--- src/rtl/cellrx_pkg.sv ---
package cellrx_pkg;

   typedef enum logic {
      BUS_W16 = 1'b0,
      BUS_W8  = 1'b1
   } bus_mode_e;

   function automatic logic odd_parity16(input logic [15:0] d);
      return ~(^d);
   endfunction

endpackage

--- src/rtl/cell_store.sv ---
module cell_store #(
   parameter int OCTETS = 53,
   parameter int SLOTS  = 2,
   localparam int SW    = (SLOTS > 1) ? $clog2(SLOTS) : 1,
   localparam int OFW   = $clog2(OCTETS + 1),
   localparam int CW    = $clog2(SLOTS + 1)
) (
   input  logic           clk,
   input  logic           rst_n,
   input  logic           wr_valid,
   input  logic [7:0]     wr_byte,
   output logic           wr_ready,
   input  logic           rd_release,
   input  logic [OFW-1:0] rd_off_a,
   input  logic [OFW-1:0] rd_off_b,
   output logic [7:0]     rd_byte_a,
   output logic [7:0]     rd_byte_b,
   output logic [CW-1:0]  cell_cnt
);

   localparam int DEPTH = SLOTS * OCTETS;
   localparam int AW    = $clog2(DEPTH);

   logic [7:0]     mem [DEPTH];
   logic [SW-1:0]  wr_slot, rd_slot;
   logic [OFW-1:0] wr_off;
   logic           wr_fire, wr_done;
   logic [OFW-1:0] off_b_safe;

   function automatic logic [AW-1:0] lin(input logic [SW-1:0] s, input logic [OFW-1:0] o);
      return AW'(s) * AW'(OCTETS) + AW'(o);
   endfunction

   function automatic logic [SW-1:0] next_slot(input logic [SW-1:0] s);
      return (s == SW'(SLOTS - 1)) ? '0 : s + SW'(1);
   endfunction

   assign wr_ready = (cell_cnt < CW'(SLOTS));
   assign wr_fire  = wr_valid && wr_ready;
   assign wr_done  = wr_fire && (wr_off == OFW'(OCTETS - 1));

   always_ff @(posedge clk) begin
      if (wr_fire) mem[lin(wr_slot, wr_off)] <= wr_byte;
   end

   always_ff @(posedge clk) begin
      if (!rst_n) begin
         wr_slot  <= '0;
         rd_slot  <= '0;
         wr_off   <= '0;
         cell_cnt <= '0;
      end else begin
         if (wr_fire) wr_off <= wr_done ? '0 : wr_off + OFW'(1);
         if (wr_done) wr_slot <= next_slot(wr_slot);
         if (rd_release) rd_slot <= next_slot(rd_slot);
         cell_cnt <= cell_cnt + CW'(wr_done) - CW'(rd_release);
      end
   end

   assign off_b_safe = (rd_off_b < OFW'(OCTETS)) ? rd_off_b : '0;
   assign rd_byte_a  = mem[lin(rd_slot, rd_off_a)];
   assign rd_byte_b  = mem[lin(rd_slot, off_b_safe)];

endmodule

--- src/rtl/rx_bus_ctrl.sv ---
module rx_bus_ctrl #(
   parameter int OCTETS = 53,
   parameter int CW     = 2,
   localparam int XW    = $clog2(OCTETS)
) (
   input  logic          clk,
   input  logic          rst_n,
   input  logic          strap_mode8,
   input  logic          cfg_mode8,
   input  logic          rd_en_n,
   input  logic [CW-1:0] cell_cnt,
   output logic          oe_q,
   output logic          mode8_q,
   output logic [XW-1:0] word_idx,
   output logic          rd_release
);

   localparam int LAST8  = OCTETS - 1;
   localparam int LAST16 = (OCTETS + 1) / 2 - 1;

   logic          last_word;
   logic [CW-1:0] cnt_after;
   logic          oe_d;
   logic          at_boundary;

   assign last_word   = mode8_q ? (word_idx == XW'(LAST8)) : (word_idx == XW'(LAST16));
   assign rd_release  = oe_q && last_word;
   assign cnt_after   = cell_cnt - CW'(rd_release);
   assign oe_d        = !rd_en_n && (cnt_after != '0);
   assign at_boundary = rd_release || ((word_idx == '0) && !oe_q);

   always_ff @(posedge clk) begin
      if (!rst_n) begin
         oe_q     <= 1'b0;
         mode8_q  <= strap_mode8;
         word_idx <= '0;
      end else begin
         oe_q <= oe_d;
         if (oe_q) word_idx <= last_word ? '0 : word_idx + XW'(1);
         if (at_boundary) mode8_q <= cfg_mode8;
      end
   end

endmodule

--- src/rtl/word_pack.sv ---
module word_pack #(
   parameter int OCTETS = 53,
   localparam int XW    = $clog2(OCTETS),
   localparam int OFW   = $clog2(OCTETS + 1)
) (
   input  logic           mode8,
   input  logic [XW-1:0]  word_idx,
   output logic [OFW-1:0] off_a,
   output logic [OFW-1:0] off_b,
   input  logic [7:0]     byte_a,
   input  logic [7:0]     byte_b,
   output logic [15:0]    data16,
   output logic           par
);

   logic [7:0] lo16;

   assign off_a  = mode8 ? OFW'(word_idx) : OFW'({word_idx, 1'b0});
   assign off_b  = off_a + OFW'(1);
   assign lo16   = (off_b < OFW'(OCTETS)) ? byte_b : 8'h00;
   assign data16 = mode8 ? {8'h00, byte_a} : {byte_a, lo16};
   assign par    = cellrx_pkg::odd_parity16(data16);

endmodule

--- src/rtl/atm_rx_cell_port.sv ---
module atm_rx_cell_port #(
   parameter int OCTETS    = 53,
   parameter int SLOTS     = 2,
   parameter int CFG_W     = 8,
   parameter int WIDTH_BIT = 3
) (
   input  logic             clk,
   input  logic             rst_n,
   input  logic             width_strap,
   input  logic             cfg_we,
   input  logic [CFG_W-1:0] cfg_wdata,
   output logic [CFG_W-1:0] cfg_q,
   input  logic             cell_in_valid,
   input  logic [7:0]       cell_in_byte,
   output logic             cell_in_ready,
   input  logic             rd_en_n,
   output logic             cell_avail,
   output logic [15:0]      rx_data,
   output logic             rx_soc,
   output logic             rx_par,
   output logic             rx_data_lo_oe,
   output logic             rx_data_hi_oe,
   output logic             rx_soc_oe,
   output logic             rx_par_oe
);

   localparam int XW  = $clog2(OCTETS);
   localparam int OFW = $clog2(OCTETS + 1);
   localparam int CW  = $clog2(SLOTS + 1);

   generate
      if (OCTETS < 2) begin : g_bad_octets
         $error("OCTETS must be at least 2");
      end
      if (SLOTS < 1) begin : g_bad_slots
         $error("SLOTS must be at least 1");
      end
      if (WIDTH_BIT >= CFG_W) begin : g_bad_cfg
         $error("WIDTH_BIT must lie inside the configuration register");
      end
   endgenerate

   logic           oe_q, mode8_q, rd_release;
   logic [XW-1:0]  word_idx;
   logic [CW-1:0]  cell_cnt;
   logic [OFW-1:0] off_a, off_b;
   logic [7:0]     byte_a, byte_b;
   logic [15:0]    data16;
   logic           par;

   always_ff @(posedge clk) begin
      if (!rst_n) begin
         cfg_q            <= '0;
         cfg_q[WIDTH_BIT] <= width_strap;
      end else if (cfg_we) begin
         cfg_q <= cfg_wdata;
      end
   end

   cell_store #(.OCTETS(OCTETS), .SLOTS(SLOTS)) u_store (
      .clk        (clk),
      .rst_n      (rst_n),
      .wr_valid   (cell_in_valid),
      .wr_byte    (cell_in_byte),
      .wr_ready   (cell_in_ready),
      .rd_release (rd_release),
      .rd_off_a   (off_a),
      .rd_off_b   (off_b),
      .rd_byte_a  (byte_a),
      .rd_byte_b  (byte_b),
      .cell_cnt   (cell_cnt)
   );

   rx_bus_ctrl #(.OCTETS(OCTETS), .CW(CW)) u_ctrl (
      .clk         (clk),
      .rst_n       (rst_n),
      .strap_mode8 (width_strap),
      .cfg_mode8   (cfg_q[WIDTH_BIT]),
      .rd_en_n     (rd_en_n),
      .cell_cnt    (cell_cnt),
      .oe_q        (oe_q),
      .mode8_q     (mode8_q),
      .word_idx    (word_idx),
      .rd_release  (rd_release)
   );

   word_pack #(.OCTETS(OCTETS)) u_pack (
      .mode8    (mode8_q),
      .word_idx (word_idx),
      .off_a    (off_a),
      .off_b    (off_b),
      .byte_a   (byte_a),
      .byte_b   (byte_b),
      .data16   (data16),
      .par      (par)
   );

   assign cell_avail    = (cell_cnt != '0);
   assign rx_data       = data16;
   assign rx_par        = par;
   assign rx_soc        = oe_q && (word_idx == '0);
   assign rx_data_lo_oe = oe_q;
   assign rx_soc_oe     = oe_q;
   assign rx_par_oe     = oe_q;
   assign rx_data_hi_oe = oe_q && (mode8_q == cellrx_pkg::BUS_W16);

endmodule

--- config.mk ---
export PLATFORM = sky130hd
export DESIGN_NAME = atm_rx_cell_port
export DESIGN_NICKNAME = d
export VERILOG_FILES = /design/src/rtl/cellrx_pkg.sv /design/src/rtl/cell_store.sv /design/src/rtl/rx_bus_ctrl.sv /design/src/rtl/word_pack.sv /design/src/rtl/atm_rx_cell_port.sv
export SDC_FILE = /design/constraint.sdc
export NUM_CORES = 2
export LEC_CHECK = 0
export ABC_CLOCK_PERIOD_IN_PS = 5300
export BUFFER_PORTS_ARGS = -buffer_cell sky130_fd_sc_hd__buf_2
export CORE_UTILIZATION = 45
export CTS_CLUSTER_DIAMETER = 120
export DETAILED_ROUTE_END_ITERATION = 7
export HOLD_SLACK_MARGIN = 0.1
export PLACE_DENSITY = 0.63
export SETUP_SLACK_MARGIN = 0.15
export SLEW_MARGIN = 20
export SYNTH_ARGS = -nofsm -noshare
export SYNTH_HDL_FRONTEND = slang
export SYNTH_HIERARCHICAL = 1
export SYNTH_SLANG_ARGS = --single-unit
--- constraint.sdc ---
create_clock -name clk -period 5.3 [get_ports clk]
set_input_delay 0.265 -clock clk [delete_from_list [all_inputs] [get_ports clk]]
set_output_delay 0.265 -clock clk [all_outputs]
set_load 0.03 [all_outputs]
---- Yosys cells after proc, flatten, opt, wreduce, memory -nomap -nowiden ----
Memory sizes are Yosys's and may differ from the RTL's.
Cells that the tools add are included.
word-level totals
  memories ................................ 1
  flip-flop bits (word level) ............. 26
  logic and storage cells ................. 61
  RAM bits ................................ 848
  input bits .............................. 22
  output and inout bits ................... 32
memories
  memory       words  bits a word  read ports  clocked after memory_dff  write ports  RTL line          RTL
  u_store.mem  106    8            2           0                         1            cell_store.sv:24  logic [7:0] mem [DEPTH];
operators by class
  bitwise gates (word level) .............. 2
  equal/unequal tests ..................... 5
  reduce and logical (&&, ||, !) cells .... 14
  add/subtract/negate cells ............... 11
  muxes and demuxes ....................... 15
  magnitude comparators ................... 2
  multipliers ............................. 2
operators with widths
  cell                                                                     count
  6-bit 2-to-1 mux                                                         4
  7-bit by 6-bit adder with 7-bit output                                   3
  6-bit by 1-bit adder with 6-bit output, second input constant            3
  16-bit 2-to-1 mux                                                        1
  16-bit parity                                                            1
  1-bit by 6-bit multiplier with 7-bit output, second input constant       2
  6-bit equality test, second input constant                               2
  4-bit 2-to-1 mux                                                         2
  8-bit 2-to-1 mux                                                         1
  1-bit logical AND                                                        7
  1-bit 2-to-1 mux                                                         7
  6-bit by 5-bit equality test with 1-bit output, second input constant    1
  6-bit zero test                                                          1
  6-bit < comparator, second input constant                                1
  2-bit by 1-bit inequality test with 1-bit output, second input constant  2
  2-bit nonzero test                                                       2
  2-bit by 1-bit subtractor with 2-bit output                              2
  1-bit adder, second input constant                                       2
  2-bit by 1-bit adder with 2-bit output                                   1
  1-bit zero test                                                          2
  2-bit < comparator, second input constant                                1
  1-bit inverter                                                           2
  1-bit logical OR                                                         1

---- Depth between registers and ports, before layout ----
An unclocked memory read counts as a cell.
  depth in word-level cells ............... 10
  depth in mapped cells ................... 27
  depth with buffers taken out ............ 22

---- Hierarchy ----
The synthesis kept the hierarchy.
by module, submodules not included
  module            sequential area each (µm²)  cells an instance  instances  area an instance (µm²)
  cell_store        25664.6                     2102               1          41137.0
  word_pack         0.0                         75                 1          513.0
  rx_bus_ctrl       170.2                       44                 1          416.6
  atm_rx_cell_port  170.2                       33                 1          359.1

---- Worst setup path before layout ----
No wires, ideal clock.
  kind .................................... reg-to-output
  start point ............................. register u_ctrl.mode8_q
  end point ............................... output rx_par
  slack ................................... -870 ps
  stages on the path, launching flop included .. 26
  data arrival time ....................... 5905 ps
  buffers on the path ..................... 6
  required time ........................... 5035 ps
  cells stage by stage .................... edfxtp_1 > buf_2 > clkbuf_1 > nand2_1 > inv_1 > ha_1 > and2_1 > o22ai_1 > a31oi_1 > o211ai_1 > and2_1 > ha_1 > ha_1 > buf_4 > buf_2 > clkbuf_1 > buf_2 > mux4_2 > mux2_2 > o211ai_1 > o2111ai_1 > xor2_1 > xnor3_1 > nor3_1 > nor3_2 > xnor2_1
between the ends
  longest elaborated chain between the ends .. 10
  elaborated cells on any way between the ends .. 11
  classes of those cells .................. 3 x add/sub; 1 x order compare; 4 x mux; 1 x bitwise; 1 x reduce/logical; 1 x memory
ends and longest elaborated chain
  item                                        RTL line                RTL
  start, declared                             rx_bus_ctrl.sv:13       output logic mode8_q,
  start signal, assigned                      rx_bus_ctrl.sv:35       mode8_q <= strap_mode8;
  start signal, assigned                      rx_bus_ctrl.sv:40       if (at_boundary) mode8_q <= cfg_mode8;
  6-bit 2-to-1 mux (*)                        word_pack.sv:18         assign off_a = mode8 ? OFW'(word_idx) : OFW'({word_idx, 1'b0});
  6-bit by 1-bit adder with 6-bit output (*)  word_pack.sv:19         assign off_b = off_a + OFW'(1);
  via off_b[0]                                atm_rx_cell_port.sv:46  logic [OFW-1:0] off_a, off_b;
  6-bit < comparator                          cell_store.sv:60        assign off_b_safe = (rd_off_b < OFW'(OCTETS)) ? rd_off_b : '0;
  6-bit 2-to-1 mux (*)                        cell_store.sv:60
  7-bit by 6-bit adder with 7-bit output (*)  cell_store.sv:31        return AW'(s) * AW'(OCTETS) + AW'(o);
  memory 106 x 8 bit (*)                      n/a
  via byte_b[6]                               atm_rx_cell_port.sv:47  logic [7:0] byte_a, byte_b;
  8-bit 2-to-1 mux (*)                        word_pack.sv:20         assign lo16 = (off_b < OFW'(OCTETS)) ? byte_b : 8'h00;
  16-bit 2-to-1 mux (*)                       word_pack.sv:21         assign data16 = mode8 ? {8'h00, byte_a} : {byte_a, lo16};
  16-bit parity (*)                           cellrx_pkg.sv:9         return ~(^d);
  1-bit inverter (*)                          cellrx_pkg.sv:9
  end, declared                               atm_rx_cell_port.sv:20  output logic rx_par,
The timed path passes the listed nets; every way through them passes the cells marked *.

---- Worst setup path in the final report ----
  start point ............................. register u_ctrl.mode8_q
  end point ............................... output rx_par
between the ends
  longest elaborated chain between the ends .. 10
  elaborated cells on any way between the ends .. 11
  classes of those cells .................. 3 x add/sub; 1 x order compare; 4 x mux; 1 x bitwise; 1 x reduce/logical; 1 x memory
ends and longest elaborated chain
  item                                        RTL line
  6-bit 2-to-1 mux (*)                        word_pack.sv:18
  via off_a[1]                                atm_rx_cell_port.sv:46
  6-bit by 1-bit adder with 6-bit output (*)  word_pack.sv:19
  via off_b[4]                                atm_rx_cell_port.sv:46
  6-bit < comparator                          cell_store.sv:60
  6-bit 2-to-1 mux (*)                        cell_store.sv:60
  7-bit by 6-bit adder with 7-bit output (*)  cell_store.sv:31
  memory 106 x 8 bit (*)                      n/a
  via byte_b[1]                               atm_rx_cell_port.sv:47
  8-bit 2-to-1 mux (*)                        word_pack.sv:20
  16-bit 2-to-1 mux (*)                       word_pack.sv:21
  16-bit parity (*)                           cellrx_pkg.sv:9
  1-bit inverter (*)                          cellrx_pkg.sv:9
Marked as above.

==> flow_summary.ini <==
[status]
outcome = finished, violations left
violations = negative setup slack

[floorplanning]
die_h_um = 309
die_area_um2 = 95500
row_count = 112
initial_core_util_pct = 45.5
core_um2 = 93300
io_pins = 54
dieWidth_um = 309

[run]
cap_viol_max_count = 0

[grt]
antenna_found_initial = 2
grt-ovfl-total = 0
grt_pass1_vias = 25200
grt_usage_pct = 26.0
grt_pass1_wl_mm = 177
grt_max_degree = 107

[synth]
yosysSeqAreaShare_pct = 61.3
synth_xor_xnor_area_share_pct = 0.920
synthSimpleGateAreaFrac_pct = 3.97
synth-main-ff-cell = edfxtp_1
synthAdderAreaFrac_pct = 0.649
ys_warn_count = 6
synth_most_common_cell = edfxtp_1
syn_nets = 2298
synth_top_family_by_area = multiplexers
async_reset_ff_share_pct = 0
netlist_area_um2 = 42400
synth_compound_area_share_pct = 2.93
synth_top_area_share_pct = 60.2
synthTopCellsByArea = edfxtp_1, mux4_2, mux2i_1
synth_mux_area_share_pct = 27.7
yosys.area.top_type = edfxtp_1
avgSynthCellArea_um2 = 18.8
synth_edf_count = 850
netlist-cell-type-count = 68
synth_seq_cells = 874
syn_inst = 2254
synth_common_cells = edfxtp_1, mux4_2, nand2_1, nor2_1, mux2i_1

[place]
io_buffers = 53
gp_congestion = 0.922
hpwl_mm = 79.6
dp_cells = 3622

[timing]
tns_ps = -2460
max_slew_margin_pct = 30.2
setup_ws_ps = -991
finalCritPeriodShare_pct = 119
hold_viol_final = 0
worstMarginPinSlew_ps = 1040
finalSetupViolCount = 9
skew_ps = 16.6
rsz0062_at_grt = yes
period_needed_ps = 6290
maxSlewViolCount = 0
max_freq_mhz = 159

[finish]
drive_gt1_share_pct = 37.3
seq_area_um2 = 26000
final_cells = 3866
multiInputGateArea_um2 = 15800
num-fill-cells = 7306
final_nets = 2582
area_growth_pct = 17.7
num_antenna_cells = 0

[detailed_routing]
antenna_left = 0
drt-total-wl_mm = 122
wl_per_cell_um = 31.5
dr.pass1.iters = 5
drt_iter0_markers = 2868
met3_wirelength_mm = 11.0
vias = 24600
wl_met2_mm = 58.0
drcViolationCount = 0
wl_met1_mm = 48.4
viasPerCell = 6.36
highest_layer = met5

[power]
powerDensity_nw_per_um2 = 290
p_leak_nw = 15.8
ir_drop_v = 0.000215

[clock_tree]
clkSlewWorstSetupHoldPaths_ps = 60
cts_sinks = 874
numCtsBuffers = 92
tritoncts = built
cts_buffer_depth = 3
htree_levels = 3
clk_latency_ps = 660
cts-root-buf = clkbuf_16

[critical_path]
worstReg2RegEnd = u_store/mem[4][2]$_DFFE_PP_
path_class = reg2out
r2r-start = u_store/wr_slot$_SDFFE_PN0P_
crit_buf_inv = 5
cpPeakStageDelay_ps = 510
arrival_ps = 6030
slowest_stage = mux4_2
worstPathMaxFanout = 8
start_kind = flop
reg2reg_slack_ps = 1410
r2r_cells = 9
crit_chain = mux2_4 > ha_4 > and2_4 > a31oi_4 > buf_4 > o211ai_1 > and2_1 > ha_4 > buf_12 > buf_4 > mux4_2 > mux4_2 > a22o_1 > a21oi_2 > buf_6 > o2111ai_4 > xnor2_1 > xnor3_2 > o21a_1 > nor3_4 > xnor2_2 > buf_6
path_delay_family = multiplexers
cp-end-kind = output port
cp.required_ps = 5040

[hold_path]
hold_path_startpoint = cell_in_byte[4]
hold_depth = 1
hold_end = u_store/mem[4][4]$_DFFE_PP_
hp-class = in2reg
[power breakdown]
group / switching [W] / internal, W / leakage, nW
clock: 0.00268 / 0.00380 / 1.44
combinational: 0.000283 / 0.000134 / 6.56
sequential: 0.00000781 / 0.00759 / 7.84
total: 0.00297 / 0.0115 / 15.8
[logic make-up after synthesis]
logic type / count (synthesis)
fa+ha+maj: 22
mux: 602
buf+inv: 177
simple gates: 372
flops: 874
xor+xnor: 40
compound gates: 167
[worst reg2reg max path, cell delays in order, from the launching register on]
cell and delay, ps:
dfxtp_1 390, ha_1 250, ha_1 240, a21o_1 200, nor2b_1 160, nand2b_1 160, mux2_2 260, nor3_1 580
nand2_1 390, nor2_1 860
[state kept, by name (all words and copies together) (netlist names)]
register and flops:
u_store/mem 848, cfg_q 8, u_ctrl/word_idx 6, u_store/wr_off 6, u_store/cell_cnt 2, u_ctrl/mode8_q 1, u_ctrl/oe_q 1, u_store/rd_slot 1
u_store/wr_slot 1
[per-stage QoR]
step	worst slack (ps)	utilization (%)	hold WS [ps]	cell area, um2	total power, W
final	-991	53.5	129	50000	0.0145
after global routing	-1200	53.5	134	50000	0.0148
after CTS	-1000	53.3	107	49700	0.0146
after detailed placement	-495	48.9	485	45600	0.00811
after global placement	-545	48.9	477	45600	0.00810
after floorplan	-77.8	-	364	42600	0.00790
[placed cells by master, fill, tap and decap left out, types with 18 or more instances in the layout]
master and instances:
nand2_1 133, a211oi_1 19, buf_2 36, clkbuf_1 18, nor2_1 132, clkbuf_16 93
mux4_2 438, edfxtp_1 850, nor2b_1 24, dfxtp_1 24, dlygate4sd3_1 33, clkinv_1 22
o211ai_1 26, mux2_2 20, mux2i_1 127, and3_1 25, buf_6 37, buf_12 42
xnor2_1 19, buf_4 186
[area by class of cell]
class | instances | area share, %
clock buffers | 111 | 4.79
repair buffers | 349 | 7.13
inverters | 18 | 0.135
flip-flops and latches | 874 | 52.1
clock inverters | 57 | 1.19
multi-input cells | 1203 | 31.5
well taps | 1254 | 3.14
[metal layers]
metal  track usage, %  vias to the layer above
li1                 -                    10100
met1             35.6                    13100
met2             41.4                     1186
met3             6.00                      221
met4             8.23                        2
met5                0                        -
[worst max path at each step]
stage                                   from     end  slack (ps)  cells after the start
floorplan           u_ctrl/mode8_q$_DFFE_PP_  rx_par         -80                     23
CTS                 u_ctrl/mode8_q$_DFFE_PP_  rx_par       -1000                     22
detailed placement  u_ctrl/mode8_q$_DFFE_PP_  rx_par        -500                     20
finish              u_ctrl/mode8_q$_DFFE_PP_  rx_par        -990                     22
global route        u_ctrl/mode8_q$_DFFE_PP_  rx_par       -1200                     22
global placement    u_ctrl/mode8_q$_DFFE_PP_  rx_par        -540                     21
[what timing repair did]
action | in CTS | in global routing
gates cloned | 8 | 0
setup buffers | 27 | 7
endpoints found under the setup margin | 11 | 16
pin swaps | 15 | 9
hold buffers | 33 | 0
endpoints found under the hold margin | 87 | 0
resized for setup | 71 | 32
Note: power is estimated with default switching activity, not from simulation.
